===== config.mk =====
export PLATFORM = sky130hd
export DESIGN_NAME = fracn_mod_seq
export DESIGN_NICKNAME = d
export VERILOG_FILES = /design/src/rtl/fracn_pkg.sv /design/src/rtl/fracn_cfg_shadow.sv /design/src/rtl/fracn_pattern_acc.sv /design/src/rtl/fracn_dual_mod_div.sv /design/src/rtl/fracn_mod_seq.sv
export SDC_FILE = /design/constraint.sdc
export NUM_CORES = 1
export LEC_CHECK = 0
export ABC_AREA = 1
export BUFFER_PORTS_ARGS = -buffer_cell sky130_fd_sc_hd__buf_2
export CAP_MARGIN = 20
export CORE_UTILIZATION = 55
export DETAILED_ROUTE_END_ITERATION = 10
export PLACE_DENSITY_LB_ADDON = 0.08
export SYNTH_ARGS = -nofsm -noshare
export SYNTH_HDL_FRONTEND = slang
export SYNTH_SLANG_ARGS = --single-unit

===== constraint.sdc =====
create_clock -name clk -period 2.95 [get_ports clk]
set_input_delay 0.1475 -clock clk [delete_from_list [all_inputs] [get_ports clk]]
set_output_delay 0.1475 -clock clk [all_outputs]
set_load 0.02 [all_outputs]

===== src/rtl/fracn_pkg.sv =====
package fracn_pkg;

  // total reference periods in one pattern
  function automatic int unsigned tot_periods(input int unsigned q_hi,
                                              input int unsigned q_lo);
    return q_hi + q_lo;
  endfunction

  // a configuration can run only with a real modulus pair and a non-empty pattern
  function automatic bit cfg_usable(input int unsigned p,
                                    input int unsigned tot);
    return (p >= 2) && (tot != 0);
  endfunction

  // divider length for one feedback period; never below one cycle
  function automatic int unsigned mod_len(input int unsigned p, input bit hi);
    if (p < 2) return 1;
    return hi ? p : p - 1;
  endfunction

  // strict band test for the oscillator estimate
  function automatic bit in_band(input int unsigned v,
                                 input int unsigned lo,
                                 input int unsigned hi);
    return (v > lo) && (v < hi);
  endfunction

  // accumulator overflow test: adding q_hi reaches the pattern length
  function automatic bit acc_wraps(input int unsigned acc,
                                   input int unsigned q_hi,
                                   input int unsigned tot);
    return (acc + q_hi) >= tot;
  endfunction

  // accumulator value after one reference period, modulo the pattern length
  function automatic int unsigned acc_step(input int unsigned acc,
                                           input int unsigned q_hi,
                                           input int unsigned tot);
    int unsigned s;
    s = acc + q_hi;
    return (s >= tot) ? s - tot : s;
  endfunction

endpackage


===== src/rtl/fracn_cfg_shadow.sv =====
module fracn_cfg_shadow
  import fracn_pkg::*;
#(
  parameter int PW         = 8,
  parameter int QW         = 8,
  parameter int FW         = 12,
  parameter int VCO_LO_MHZ = 540,
  parameter int VCO_HI_MHZ = 729
) (
  input  logic          clk,
  input  logic          rst,
  input  logic          load,
  input  logic [PW-1:0] in_p,
  input  logic [QW-1:0] in_q_hi,
  input  logic [QW-1:0] in_q_lo,
  input  logic [FW-1:0] in_vco,
  output logic [PW-1:0] p_act,
  output logic [QW-1:0] qh_act,
  output logic [QW:0]   tot_act,
  output logic          act_valid,
  output logic          ok_q
);
  localparam int TW = QW + 1;

  logic [TW-1:0] in_tot;
  logic          in_ok;

  assign in_tot = TW'(tot_periods(32'(in_q_hi), 32'(in_q_lo)));
  assign in_ok  = cfg_usable(32'(in_p), 32'(in_tot)) &&
                  in_band(32'(in_vco), VCO_LO_MHZ, VCO_HI_MHZ);

  // active copy of the ratio settings
  always_ff @(posedge clk) begin
    if (load) begin
      p_act   <= in_p;
      qh_act  <= in_q_hi;
      tot_act <= in_tot;
    end
  end

  // registered usability flag for the pending inputs
  always_ff @(posedge clk) begin
    if (rst) ok_q <= 1'b0;
    else     ok_q <= in_ok;
  end

  assign act_valid = cfg_usable(32'(p_act), 32'(tot_act));

endmodule


===== src/rtl/fracn_pattern_acc.sv =====
module fracn_pattern_acc
  import fracn_pkg::*;
#(
  parameter int QW = 8
) (
  input  logic          clk,
  input  logic          rst,
  input  logic          tick,
  input  logic          act_valid,
  input  logic [QW-1:0] qh_act,
  input  logic [QW:0]   tot_act,
  output logic [QW:0]   acc_q,
  output logic          wrap,
  output logic          pat_end,
  output logic          sel_q,
  output logic          gate_q
);
  localparam int TW = QW + 1;

  logic [TW-1:0] step_q;
  logic [TW-1:0] acc_nx;
  logic [TW-1:0] last_step;

  assign wrap      = acc_wraps(32'(acc_q), 32'(qh_act), 32'(tot_act));
  assign acc_nx    = TW'(acc_step(32'(acc_q), 32'(qh_act), 32'(tot_act)));
  assign last_step = tot_act - TW'(1);
  assign pat_end   = act_valid && (step_q == last_step);

  always_ff @(posedge clk) begin
    if (rst) begin
      acc_q  <= '0;
      step_q <= '0;
      sel_q  <= 1'b0;
      gate_q <= 1'b1;
    end else if (tick) begin
      if (!act_valid) begin
        acc_q  <= '0;
        step_q <= '0;
        sel_q  <= 1'b0;
        gate_q <= 1'b1;
      end else begin
        sel_q  <= wrap;
        gate_q <= 1'b0;
        if (pat_end) begin
          acc_q  <= '0;
          step_q <= '0;
        end else begin
          acc_q  <= acc_nx;
          step_q <= step_q + TW'(1);
        end
      end
    end
  end

endmodule


===== src/rtl/fracn_dual_mod_div.sv =====
module fracn_dual_mod_div
  import fracn_pkg::*;
#(
  parameter int PW = 8
) (
  input  logic          clk,
  input  logic          rst,
  input  logic [PW-1:0] p_act,
  input  logic          sel,
  output logic          div_q,
  output logic          term
);
  logic [PW-1:0] cnt_q, cnt_nx;
  logic [PW-1:0] half_q, half_nx;
  logic [PW-1:0] len;

  assign len     = PW'(mod_len(32'(p_act), sel));
  assign term    = (cnt_q == '0);
  assign cnt_nx  = term ? len - PW'(1) : cnt_q - PW'(1);
  assign half_nx = term ? (len >> 1) : half_q;

  always_ff @(posedge clk) begin
    if (rst) begin
      cnt_q  <= '0;
      half_q <= '0;
      div_q  <= 1'b0;
    end else begin
      cnt_q  <= cnt_nx;
      half_q <= half_nx;
      div_q  <= (cnt_nx >= half_nx);
    end
  end

endmodule


===== src/rtl/fracn_mod_seq.sv =====
module fracn_mod_seq
  import fracn_pkg::*;
#(
  parameter int PW         = 8,
  parameter int QW         = 8,
  parameter int FW         = 12,
  parameter int VCO_LO_MHZ = 540,
  parameter int VCO_HI_MHZ = 729
) (
  input  logic          clk,
  input  logic          rst,
  input  logic          ref_tick,
  input  logic [PW-1:0] cfg_p,
  input  logic [QW-1:0] cfg_q_hi,
  input  logic [QW-1:0] cfg_q_lo,
  input  logic [FW-1:0] vco_est_mhz,
  output logic          div_clk,
  output logic          mod_hi,
  output logic          pd_gate,
  output logic          cfg_ok
);
  localparam int TW = QW + 1;

  logic [PW-1:0] p_act;
  logic [QW-1:0] qh_act;
  logic [TW-1:0] tot_q;
  logic [TW-1:0] acc_q;
  logic          act_valid;
  logic          cfg_load;
  logic          seq_wrap;
  logic          pat_end;
  logic          div_term;

  // settings move in on reset, at a pattern end, or on any tick while unusable
  assign cfg_load = rst | (ref_tick & (~act_valid | pat_end));

  fracn_cfg_shadow #(
    .PW(PW), .QW(QW), .FW(FW),
    .VCO_LO_MHZ(VCO_LO_MHZ), .VCO_HI_MHZ(VCO_HI_MHZ)
  ) u_cfg (
    .clk      (clk),
    .rst      (rst),
    .load     (cfg_load),
    .in_p     (cfg_p),
    .in_q_hi  (cfg_q_hi),
    .in_q_lo  (cfg_q_lo),
    .in_vco   (vco_est_mhz),
    .p_act    (p_act),
    .qh_act   (qh_act),
    .tot_act  (tot_q),
    .act_valid(act_valid),
    .ok_q     (cfg_ok)
  );

  fracn_pattern_acc #(.QW(QW)) u_pat (
    .clk      (clk),
    .rst      (rst),
    .tick     (ref_tick),
    .act_valid(act_valid),
    .qh_act   (qh_act),
    .tot_act  (tot_q),
    .acc_q    (acc_q),
    .wrap     (seq_wrap),
    .pat_end  (pat_end),
    .sel_q    (mod_hi),
    .gate_q   (pd_gate)
  );

  fracn_dual_mod_div #(.PW(PW)) u_div (
    .clk  (clk),
    .rst  (rst),
    .p_act(p_act),
    .sel  (mod_hi),
    .div_q(div_clk),
    .term (div_term)
  );

endmodule


==> summary.txt, run 1 <==
Total global-route track usage - 0.2759
Root Buffer - clkbuf_8
Largest net degree at the start of global routing - 33
Main synth FF type - dfxtp_1
PD cells - 934.9 nW/um^2
Net count, final - 822
Initial antenna violation count - 0
Final hold violations - 0
EDFF count, synth - 25
Syn_nets - 741
Initial DRC count - 251
Area of the multi-input gates - 3019 um^2
DRT antenna net count - 0
Status - finished clean
DR vias - 4508
Register-to-Register Setup Slack - 0.11 ns
Htree depth - 3
Critical Path Sink Type - flop
Commonest cells in the netlist - nand2_1, inv_1, nand3_1, nor2_1
Met3 usage - 0.06539
Worst min path class - in2reg
TNS Setup - 0 ns
Drt drc - 0
Max-cap violations - 0
Cell accounting for the most synthesized area - dfxtp_1
Fin Hold WS - 0.01535 ns
Sequential share of the synthesized area - 0.3169
Core box area - 8299 um^2
Synth Register Bits - 63
Clock skew - 0.01203 ns
Share of post-route cells with drive strength above 1 - 0.2369
WS Path Type - reg2reg
Setup Viol. Count Final - 0
GPL Wtd Cong - 0.9501
Buffers on Ports - 42
Detailed Route WL - 12240 um
Overall Power - 5.420 mW
Post-Syn Area per Cell - 7.216 um^2
Fillers - 679
Ports - 43
CP required - 3.18 ns
Number of vias per cell - 5.291
Worst-margin pin slew - 0.5127 ns
Remaining global-route overflow - 0
FP Rows - 33
Area fraction of the dominant cell type after synthesis - 0.1595
Die area - 9049 um^2
Clock Path Buffers - 2
Clk slew on worst S/H paths - 0.08 ns
Unique masters post-synth - 44
Top-count cell post-synth - nand2_1
Slew headroom - 0.6579
CTS tree - yes
Slew Limit Fails - 0
DIE WIDTH - 95.13 um
Post-route clock period utilization - 0.9631
CTS Sinks - 63
First-pass GRT wire length - 18930 um
Register area - 1513 um^2
FFs w/ async S/R, synth - 0
Post-layout minimum cycle time - 2.841 ns
Busiest grt layer - met2
GR Util met1 - 0.3822
Mapped Cells - 661
M2 GR Usage - 0.4357
Arrival @ worst endpoint - 3.07 ns
Leakage - 2.841 nW
Maximum vdd drop - 400.4 uV
Ys Warns - 0
Setup crit start kind - flop
Starting Density - 0.5747
DP HPWL - 8934 um
Max Fclk - 352.0 MHz
Synth top area cells - dfxtp_1, edfxtp_1, nand2_1, ha_1, inv_1
Hold path depth - 1
Max FO, Critical Path - 5
WL per Instance - 14.37 um
Synthesized area - 4770 um^2
Clock Latency Late Sink - 0.35 ns
P&R area growth vs syn - 21.54%
Chip height - 95.13 um
DR pass1 iterations - 5
Worst R2R Path Depth - 20
Vias in the first global route - 4032
# diodes - 0
Cts bufs inserted - 9
## power breakdown
part / total, mW / switching, mW / leakage [nW] / internal [mW]
clock network: 0.836 / 0.360 / 0.0958 / 0.476
logic: 3.37 / 2.02 / 2.19 / 1.35
registers: 1.21 / 0.131 / 0.557 / 1.08
total: 5.42 / 2.51 / 2.84 / 2.91
## final cells by class
type / count / share of cell area
inverters: 114 / 0.07382
well taps: 105 / 0.02266
multi-input cells: 479 / 0.5208
flip-flops and latches: 63 / 0.2610
clock inverters: 5 / 0.01425
repair buffers: 75 / 0.08483
clock buffers: 11 / 0.02266
## path summary, 6_finish.rpt
path | start | endpoint
max | u_cfg.qh_act[0]$_DFFE_PP_ | u_pat.acc_q[6]$_SDFFE_PP0P_
min | cfg_q_hi[5] | u_cfg.qh_act[5]$_DFFE_PP_
max reg2reg | u_cfg.qh_act[0]$_DFFE_PP_ | u_pat.acc_q[6]$_SDFFE_PP0P_
min reg2reg | u_div.half_q[7]$_SDFF_PP0_ | u_div.half_q[7]$_SDFF_PP0_
## metrics by stage
step,utilization,setup WS [ns],std cells,cell area [um^2]
final,0.6985,0.1088,852,5797
after global routing,0.6985,-0.06081,852,5797
after CTS,0.6617,0.02097,838,5492
after detailed placement,0.6180,-0.006980,811,5129
after global placement,0.6180,0.07589,811,5129
after floorplan,-,0.2341,661,4770
## worst max-delay path: stages (launching register included)
cell	delay, ns
edfxtp_1	0.40
ha_4	0.16
inv_1	0.05
fa_2	0.34
inv_1	0.08
nand3_1	0.08
nand3_2	0.10
xor2_2	0.18
inv_1	0.10
ha_4	0.29
nand2_1	0.08
nor2_2	0.14
nand2_2	0.08
nand2_2	0.11
nand2_2	0.11
nand3_4	0.13
nand2_1	0.06
nand2_1	0.06
nor2_1	0.05
nor2_1	0.09
nor2_1	0.05
## per-layer routing
layer | vias to the layer above | wire length (um)
met5 | - | 0
met4 | 0 | 241
met3 | 27 | 763
met2 | 144 | 5491
met1 | 2049 | 5742
li1 | 2288 | -
## cell families after synthesis
kind of cell,share of synthesized area
simple gates,0.3534
buf+inv,0.1002
flops,0.3169
compound gates,0.07712
fa+ha+maj,0.1123
xor+xnor,0.04014
## state kept, by name (all words and copies together) (netlist names)
name	flops
u_div.cnt_q	8
u_pat.gate_q	1
u_cfg.p_act	8
u_pat.step_q	9
u_pat.sel_q	1
u_cfg.tot_act	9
u_cfg.qh_act	8
u_div.half_q	8
u_pat.acc_q	9
u_div.div_q	1
u_cfg.ok_q	1
## layout by cell type, fill, tap and decap left out, types with 3 or more instances in the layout
| master | instances |
|---|---|
| nand2_1 | 158 |
| inv_1 | 103 |
| nand3_1 | 51 |
| nor2_1 | 50 |
| buf_2 | 43 |
| dfxtp_1 | 37 |
| a21oi_1 | 27 |
| ha_1 | 27 |
| edfxtp_1 | 25 |
| nor2_2 | 22 |
| nand2_2 | 20 |
| buf_4 | 18 |
| nand4_1 | 17 |
| dlygate4sd3_1 | 13 |
| xor2_1 | 12 |
| inv_2 | 11 |
| ha_4 | 10 |
| clkbuf_8 | 9 |
| o21ai_0 | 8 |
| nand3b_1 | 8 |
| xnor2_1 | 7 |
| a21oi_2 | 7 |
| nand3_2 | 7 |
| nor2_4 | 6 |
| nor3_1 | 5 |
| o21bai_1 | 4 |
| or2_2 | 3 |
| nand2_4 | 3 |
| clkinvlp_4 | 3 |
## timing repair
action | in CTS | in global routing
buffers inserted | 0 | 10
gates cloned | 0 | 2
pin swaps | 0 | 25
hold buffers | 11 | 2
resized for setup | 8 | 37
hold endpoints to repair | 11 | 2
setup endpoints to repair | 9 | 11
Power figures use the tool's default switching activity.
==> run 2, diff against run 1 <==
--- a/config.mk
+++ b/config.mk
@@ -6,5 +6,4 @@
 export NUM_CORES = 1
 export LEC_CHECK = 0
-export ABC_AREA = 1
 export BUFFER_PORTS_ARGS = -buffer_cell sky130_fd_sc_hd__buf_2
 export CAP_MARGIN = 20
==> constraint.sdc (replaced) <==
create_clock -name clk -period 2.95 [get_ports clk]
set_input_delay 0.59 -clock clk [delete_from_list [all_inputs] [get_ports clk]]
set_output_delay 0.59 -clock clk [all_outputs]
set_load 0.02 [all_outputs]
==> summary.txt, run 2 <==
Status - complete, but fails checks (was finished clean)
Failing checks - negative setup slack
First-pass GRT wire length - 15570 um (was 18930 um)
Post-Syn Area per Cell - 9.353 um^2 (was 7.216 um^2)
Cell accounting for the most synthesized area - dfxtp_1 (unchanged)
Max Fclk - 295.3 MHz (was 352.0 MHz)
Fillers - 576 (was 679)
FP Rows - 31 (was 33)
Commonest non-fill, non-tap cell in the layout - buf_4 (was nand2_1)
FFs w/ async S/R, synth - 0 (unchanged)
Ports - 43 (unchanged)
Htree depth - 3 (unchanged)
DR vias - 3675 (was 4508)
PD cells - 958.6 nW/um^2 (was 934.9 nW/um^2)
Slew Limit Fails - 0 (unchanged)
EDFF count, synth - 25 (unchanged)
Most used cell, CP - nor3_1
Area fraction of the dominant cell type after synthesis - 0.1824 (was 0.1595)
Mapped Cells - 446 (was 661)
Overall Power - 5.064 mW (was 5.420 mW)
Synth top area cells - dfxtp_1, edfxtp_1, ha_1, xnor2_1, xor2_1 (was dfxtp_1, edfxtp_1, nand2_1, ha_1, inv_1)
Post-layout minimum cycle time - 3.386 ns (was 2.841 ns)
Critical Path Sink Type - flop (unchanged)
Die area - 7937 um^2 (was 9049 um^2)
Clk slew on worst S/H paths - 0.08 ns (about the same)
Maximum vdd drop - 453.5 uV (was 400.4 uV)
DR pass1 iterations - 4 (was 5)
RSZ-0062 raised after global routing - yes
Detailed Route WL - 10170 um (was 12240 um)
DRT antenna net count - 0 (unchanged)
Main synth FF type - dfxtp_1 (unchanged)
Cts bufs inserted - 9 (unchanged)
Net count, final - 634 (was 822)
Clock Path Buffers - 2 (unchanged)
GPL Wtd Cong - 0.8559 (was 0.9501)
Synth Register Bits - 63 (unchanged)
Clock skew - 0.01570 ns (was 0.01203 ns)
TNS Setup - -4.018 ns (was 0 ns)
Chip height - 89.09 um (was 95.13 um)
Syn_nets - 526 (was 741)
Largest registers - u_cfg.tot_act: 9 flops, u_pat.acc_q: 9 flops, u_pat.step_q: 9 flops (unchanged)
Root Buffer - clkbuf_8 (unchanged)
Slew headroom - 0.5619 (was 0.6579)
CP required - 3.21 ns (was 3.18 ns)
Synthesized area - 4172 um^2 (was 4770 um^2)
Starting Density - 0.5721 (was 0.5747)
WL per Instance - 15.46 um (was 14.37 um)
Leakage - 2.243 nW (was 2.841 nW)
Buffers on Ports - 42 (unchanged)
Remaining global-route overflow - 0 (unchanged)
DIE WIDTH - 89.09 um (was 95.13 um)
Core box area - 7292 um^2 (was 8299 um^2)
Ys Warns - 0 (unchanged)
Hold path depth - 1 (unchanged)
Final hold violations - 0 (unchanged)
CTS Sinks - 63 (unchanged)
Initial DRC count - 222 (was 251)
DP HPWL - 7447 um (was 8934 um)
Commonest cells in the netlist - dfxtp_1, ha_1, nor2_1 (was nand2_1, inv_1, nand3_1, nor2_1)
Number of vias per cell - 5.585 (was 5.291)
Slowest cell on the critical path - or4_4 (was edfxtp_1)
Most frequent cells in the layout - buf_4, buf_2, nor2_1, dfxtp_1, ha_1 (was nand2_1, inv_1, nand3_1)
Cell chain of the critical path - ha_4 -> inv_1 -> fa_2 -> nor2b_1 -> o21ai_1 -> a21oi_1 -> nor2_1 -> xnor2_1 -> ha_1 -> nand4_1 -> nor3_1 -> or4_4 -> and3_1 -> o41a_1 -> nor3_1 (was ha_4 -> inv_1 -> fa_2 -> inv_1 -> nand3_1 -> nand3_2 -> xor2_2 -> inv_1 -> ha_4 -> nand2_1 -> nor2_2 -> nand2_2 -> nand2_2 -> nand2_2 -> nand3_4 -> nand2_1 -> nand2_1 -> nor2_1 -> nor2_1 -> nor2_1)
CTS tree - yes (unchanged)
Drt drc - 0 (unchanged)
Final core occ - 0.7244 (was 0.6985)
# diodes - 0 (unchanged)
Arrival @ worst endpoint - 3.65 ns (was 3.07 ns)
Setup crit start kind - flop (unchanged)
Share of post-route cells with drive strength above 1 - 0.2862 (was 0.2369)
Unique masters post-synth - 57 (was 44)
Worst-margin pin slew - 0.6548 ns (was 0.5127 ns)
WS Path Type - reg2reg (unchanged)
Clock Latency Late Sink - 0.34 ns (was 0.35 ns)
Worst R2R Path Depth - 15 (was 20)
Max-cap violations - 0 (unchanged)
Initial antenna violation count - 0 (unchanged)
Setup ws final - -0.4362 ns (was 0.1088 ns)
Post-route clock period utilization - 1.148 (was 0.9631)
Max FO, Critical Path - 4 (was 5)
Worst min path class - in2reg (unchanged)
P&R area growth vs syn - 26.63% (was 21.54%)
Vias in the first global route - 3370 (was 4032)
Total global-route track usage - 0.2595 (was 0.2759)
Crit path largest cell delay - 0.45 ns (was 0.40 ns)
Sequential share of the synthesized area - 0.3623 (was 0.3169)
Setup Viol. Count Final - 11 (was 0)
Largest net degree at the start of global routing - 33 (unchanged)
run 2: changes by cell type after synthesis, sizes merged, moves of 16 or more:
cell / previous run / this run
nand2: 182 / 29
nor2: 78 / 38
o21ai: 11 / 27
a21oi: 35 / 19
inv: 114 / 29
xnor2: 7 / 26
nand3: 59 / 8
run 2: power breakdown:
| group | switching (mW) | leakage (nW) | internal (mW) |
|---|---|---|---|
| Sequential | 0.154 | 0.557 | 1.07 |
| Combinational | 1.55 | 1.59 | 1.59 |
| Clock | 0.366 | 0.0974 | 0.333 |
run 2: area by class of cell:
class	instances	area (um^2)	share of cell area
sequential	63	1513	0.2864
inverter	29	108.9	0.02061
timing repair buffer	104	675.6	0.1279
clock buffer	10	137.6	0.02605
multi-input combinational	347	2681	0.5076
tap	99	123.9	0.02345
clock inverter	6	42.54	0.008053
run 2: cell families after synthesis:
logic type / after synthesis / share of synthesized area
mux: 5 / 0.01200
flops: 63 / 0.3623
fa+ha+maj: 41 / 0.1284
xor+xnor: 50 / 0.1050
simple gates: 156 / 0.2040
compound gates: 91 / 0.1494
buf+inv: 40 / 0.03899
run 2: stage by stage:
step | cell area [um^2] | instances | worst slack [ns] | hold WS (ns)
after floorplan | 4252 | 446 | -0.2374 | 0.4242
after global placement | 4905 | 627 | -0.2367 | 0.4383
after detailed placement | 4905 | 627 | -0.3437 | 0.4526
after CTS | 5194 | 653 | -0.3323 | 0.4336
after global routing | 5283 | 658 | -0.5443 | 0.4305
final | 5283 | 658 | -0.4362 | 0.4375
run 2: repair_timing:
action                     CTS  global route
resized for setup            6            13
hold buffers                 0             0
gates cloned                 1             3
setup endpoints to repair   11            36
pin swaps                    4             6
buffers inserted             9             2
hold endpoints to repair     0             0
run 2: path summary, 6_finish.rpt:
| check | start | to | slack (ns) |
|---|---|---|---|
| hold reg to reg | u_div.half_q[7]$_SDFF_PP0_ | u_div.half_q[7]$_SDFF_PP0_ | 0.47 |
| setup reg to reg | u_cfg.qh_act[0]$_DFFE_PP_ | u_pat.acc_q[8]$_SDFFE_PP0P_ | -0.44 |
| setup / recovery | u_cfg.qh_act[0]$_DFFE_PP_ | u_pat.acc_q[8]$_SDFFE_PP0P_ | -0.44 |
| hold / removal | cfg_p[0] | u_cfg.p_act[0]$_DFFE_PP_ | 0.44 |
run 2: critical path: cells and delay by family (launching register included):
kind                       cells  cell delay [ns]
and+or+nand+nor                7             1.14
adders and majority gates      3             0.83
AOI/OAI and AO/OA              3             0.65
DFF                            1             0.38
xor gates and xnor gates       1             0.27
buffers and inverters          1             0.06
run 2: routing by layer:
| layer | up-vias | GRT usage | part of all wire |
|---|---|---|---|
| li1 | 1829 | - | - |
| met1 | 1712 | 0.3545 | 0.46 |
| met2 | 115 | 0.4275 | 0.47 |
| met3 | 19 | 0.03693 | 0.054 |
| met4 | 0 | 0.08081 | 0.017 |
| met5 | - | 0 | 0 |
==> run 3, diff against run 2 <==
Clock period 2.95 ns to 4.17 ns, I/O delays scaled along.
==> summary.txt, run 3 (synthesis gave the netlist of run 2 again) <==
FP Rows - 31 (unchanged)
Crit path largest cell delay - 0.52 ns (was 0.45 ns)
DR pass1 iterations - 6 (was 4)
Arrival @ worst endpoint - 3.96 ns (was 3.65 ns)
Clock Latency Late Sink - 0.34 ns (about the same)
P&R area growth vs syn - 11.43% (was 26.63%)
Initial DRC count - 122 (was 222)
Net count, final - 569 (was 634)
Most used cell, CP - ha_1 (was nor3_1)
CTS resizes - 0 (was 6)
Buffers on Ports - 42 (unchanged)
DP HPWL - 6577 um (was 7447 um)
Leakage - 1.890 nW (was 2.243 nW)
DIE WIDTH - 89.09 um (unchanged)
Remaining global-route overflow - 0 (unchanged)
Post-route clock period utilization - 0.8885 (was 1.148)
Most frequent cells in the layout - buf_2, nor2_1, ha_1, dfxtp_1 (was buf_4, buf_2, nor2_1, dfxtp_1, ha_1)
Slowest cell on the critical path - or4_1 (was or4_4)
WS Path Type - reg2reg (unchanged)
Drt drc - 0 (unchanged)
Cell chain of the critical path - ha_1 -> a211oi_1 -> nor2_1 -> o21a_1 -> o41a_1 -> xor2_1 -> ha_1 -> nand4_1 -> nor3_1 -> or4_1 -> o21bai_1 -> buf_4 -> mux2i_1 -> o21ai_0 (was ha_4 -> inv_1 -> fa_2 -> nor2b_1 -> o21ai_1 -> a21oi_1 -> nor2_1 -> xnor2_1 -> ha_1 -> nand4_1 -> nor3_1 -> or4_4 -> and3_1 -> o41a_1 -> nor3_1)
DRT antenna net count - 0 (unchanged)
Worst min path class - reg2reg (was in2reg)
Max FO, Critical Path - 11 (was 4)
Metal3 WL - 388 um (was 554 um)
Die area - 7937 um^2 (unchanged)
Setup Viol. Count Final - 0 (was 11)
Critical Path Sink Type - flop (unchanged)
Worst-margin pin slew - 0.8062 ns (was 0.6548 ns)
Commonest non-fill, non-tap cell in the layout - buf_2 (was buf_4)
Share of post-route cells with drive strength above 1 - 0.1437 (was 0.2862)
Setup ws final - 0.4650 ns (was -0.4362 ns)
Max Fclk - 269.9 MHz (was 295.3 MHz)
GPL Wtd Cong - 0.8614 (was 0.8559)
Pre-CTS setup slack - 0.3511 ns (was -0.3437 ns)
# diodes - 0 (unchanged)
M1 WL - 4203 um (was 4701 um)
Number of vias per cell - 5.562 (was 5.585)
Final hold violations - 0 (unchanged)
CTS tree - yes (unchanged)
Status - finished clean (was complete, but fails checks)
Setup crit start kind - flop (unchanged)
Clk slew on worst S/H paths - 0.08 ns (about the same)
Fin area - 4648 um^2 (was 5283 um^2)
WL per Instance - 14.36 um (was 15.46 um)
Hold buffer count at cts - 0 (unchanged)
Core box area - 7292 um^2 (unchanged)
RSZ-0062 raised after global routing - no (was yes)
Maximum vdd drop - 215.6 uV (was 453.5 uV)
Root Buffer - clkbuf_8 (unchanged)
Post-CTS Setup Bufs - 0 (was 9)
Post-layout minimum cycle time - 3.705 ns (was 3.386 ns)
Max-cap violations - 0 (unchanged)
Final core occ - 0.6374 (was 0.7244)
Largest net degree at the start of global routing - 33 (unchanged)
Placed cell count - 576 (was 627)
CTS Sinks - 63 (unchanged)
Post-Layout Cell Count - 593 (was 658)
First-pass GRT wire length - 13880 um (was 15570 um)
TNS Setup - 0 ns (was -4.018 ns)
Vias in the first global route - 3030 (was 3370)
Slew headroom - 0.4605 (was 0.5619)
Slew Limit Fails - 0 (unchanged)
Initial antenna violation count - 0 (unchanged)
Clock Path Buffers - 2 (unchanged)
Total global-route track usage - 0.2333 (was 0.2595)
Clock skew - 0.01118 ns (was 0.01570 ns)
Starting Density - 0.5721 (unchanged)
Max Used Layer - met4 (unchanged)
DR vias - 3298 (was 3675)
Chip height - 89.09 um (unchanged)
CP required - 4.42 ns (was 3.21 ns)
Buf/Inv on CP - 1 (unchanged)
Fillers - 646 (was 576)
Overall Power - 3.006 mW (was 5.064 mW)
Ports - 43 (unchanged)
Metal2 WL - 3831 um (was 4743 um)
Htree depth - 3 (unchanged)
Fin Hold WS - 0.4525 ns (was 0.4375 ns)
Cts bufs inserted - 9 (unchanged)
Post-DP Area - 4452 um^2 (was 4905 um^2)
PD cells - 646.8 nW/um^2 (was 958.6 nW/um^2)
Detailed Route WL - 8514 um (was 10170 um)
Largest registers - u_cfg.tot_act: 9 flops, u_pat.acc_q: 9 flops, u_pat.step_q: 9 flops (unchanged)
Critical path's top delay family - compound AO/OA/AOI/OAI gates (was simple AND/OR/NAND/NOR gates)
-- run 3: final timing paths --
check	startpoint	end	slack, ns	cells past startpoint
max	u_cfg.qh_act[1]$_DFFE_PP_	u_pat.acc_q[6]$_SDFFE_PP0P_	0.47	14
min	u_div.half_q[7]$_SDFF_PP0_	u_div.half_q[7]$_SDFF_PP0_	0.45	2
max reg2reg	u_cfg.qh_act[1]$_DFFE_PP_	u_pat.acc_q[6]$_SDFFE_PP0P_	0.47	14
min reg2reg	u_div.half_q[7]$_SDFF_PP0_	u_div.half_q[7]$_SDFF_PP0_	0.45	2
-- run 3: cell type report --
class	count	area, um^2	area share
clock buffer	10	127.6	0.02746
timing repair buffer	43	217.7	0.04684
clock inverter	6	61.31	0.01319
inverter	29	108.9	0.02342
sequential	63	1511	0.3252
multi-input combinational	343	2497	0.5373
tap	99	123.9	0.02665
-- run 3: power breakdown --
group	switching (mW)	internal, mW
logic	0.890	0.741
clock network	0.242	0.273
registers	0.101	0.759
total	1.23	1.77
-- run 3: tightest hold or removal path, stage by stage, from the launching register on --
cell,delay [ns]
dfxtp_1,0.30
nand2_1,0.07
nor2_1,0.04
-- run 3: per-layer routing --
metal | vias to the layer above | global-route usage
met5 | - | 0
li1 | 1703 | -
met4 | 0 | 0.06494
met1 | 1514 | 0.3193
met3 | 7 | 0.05355
met2 | 74 | 0.3713
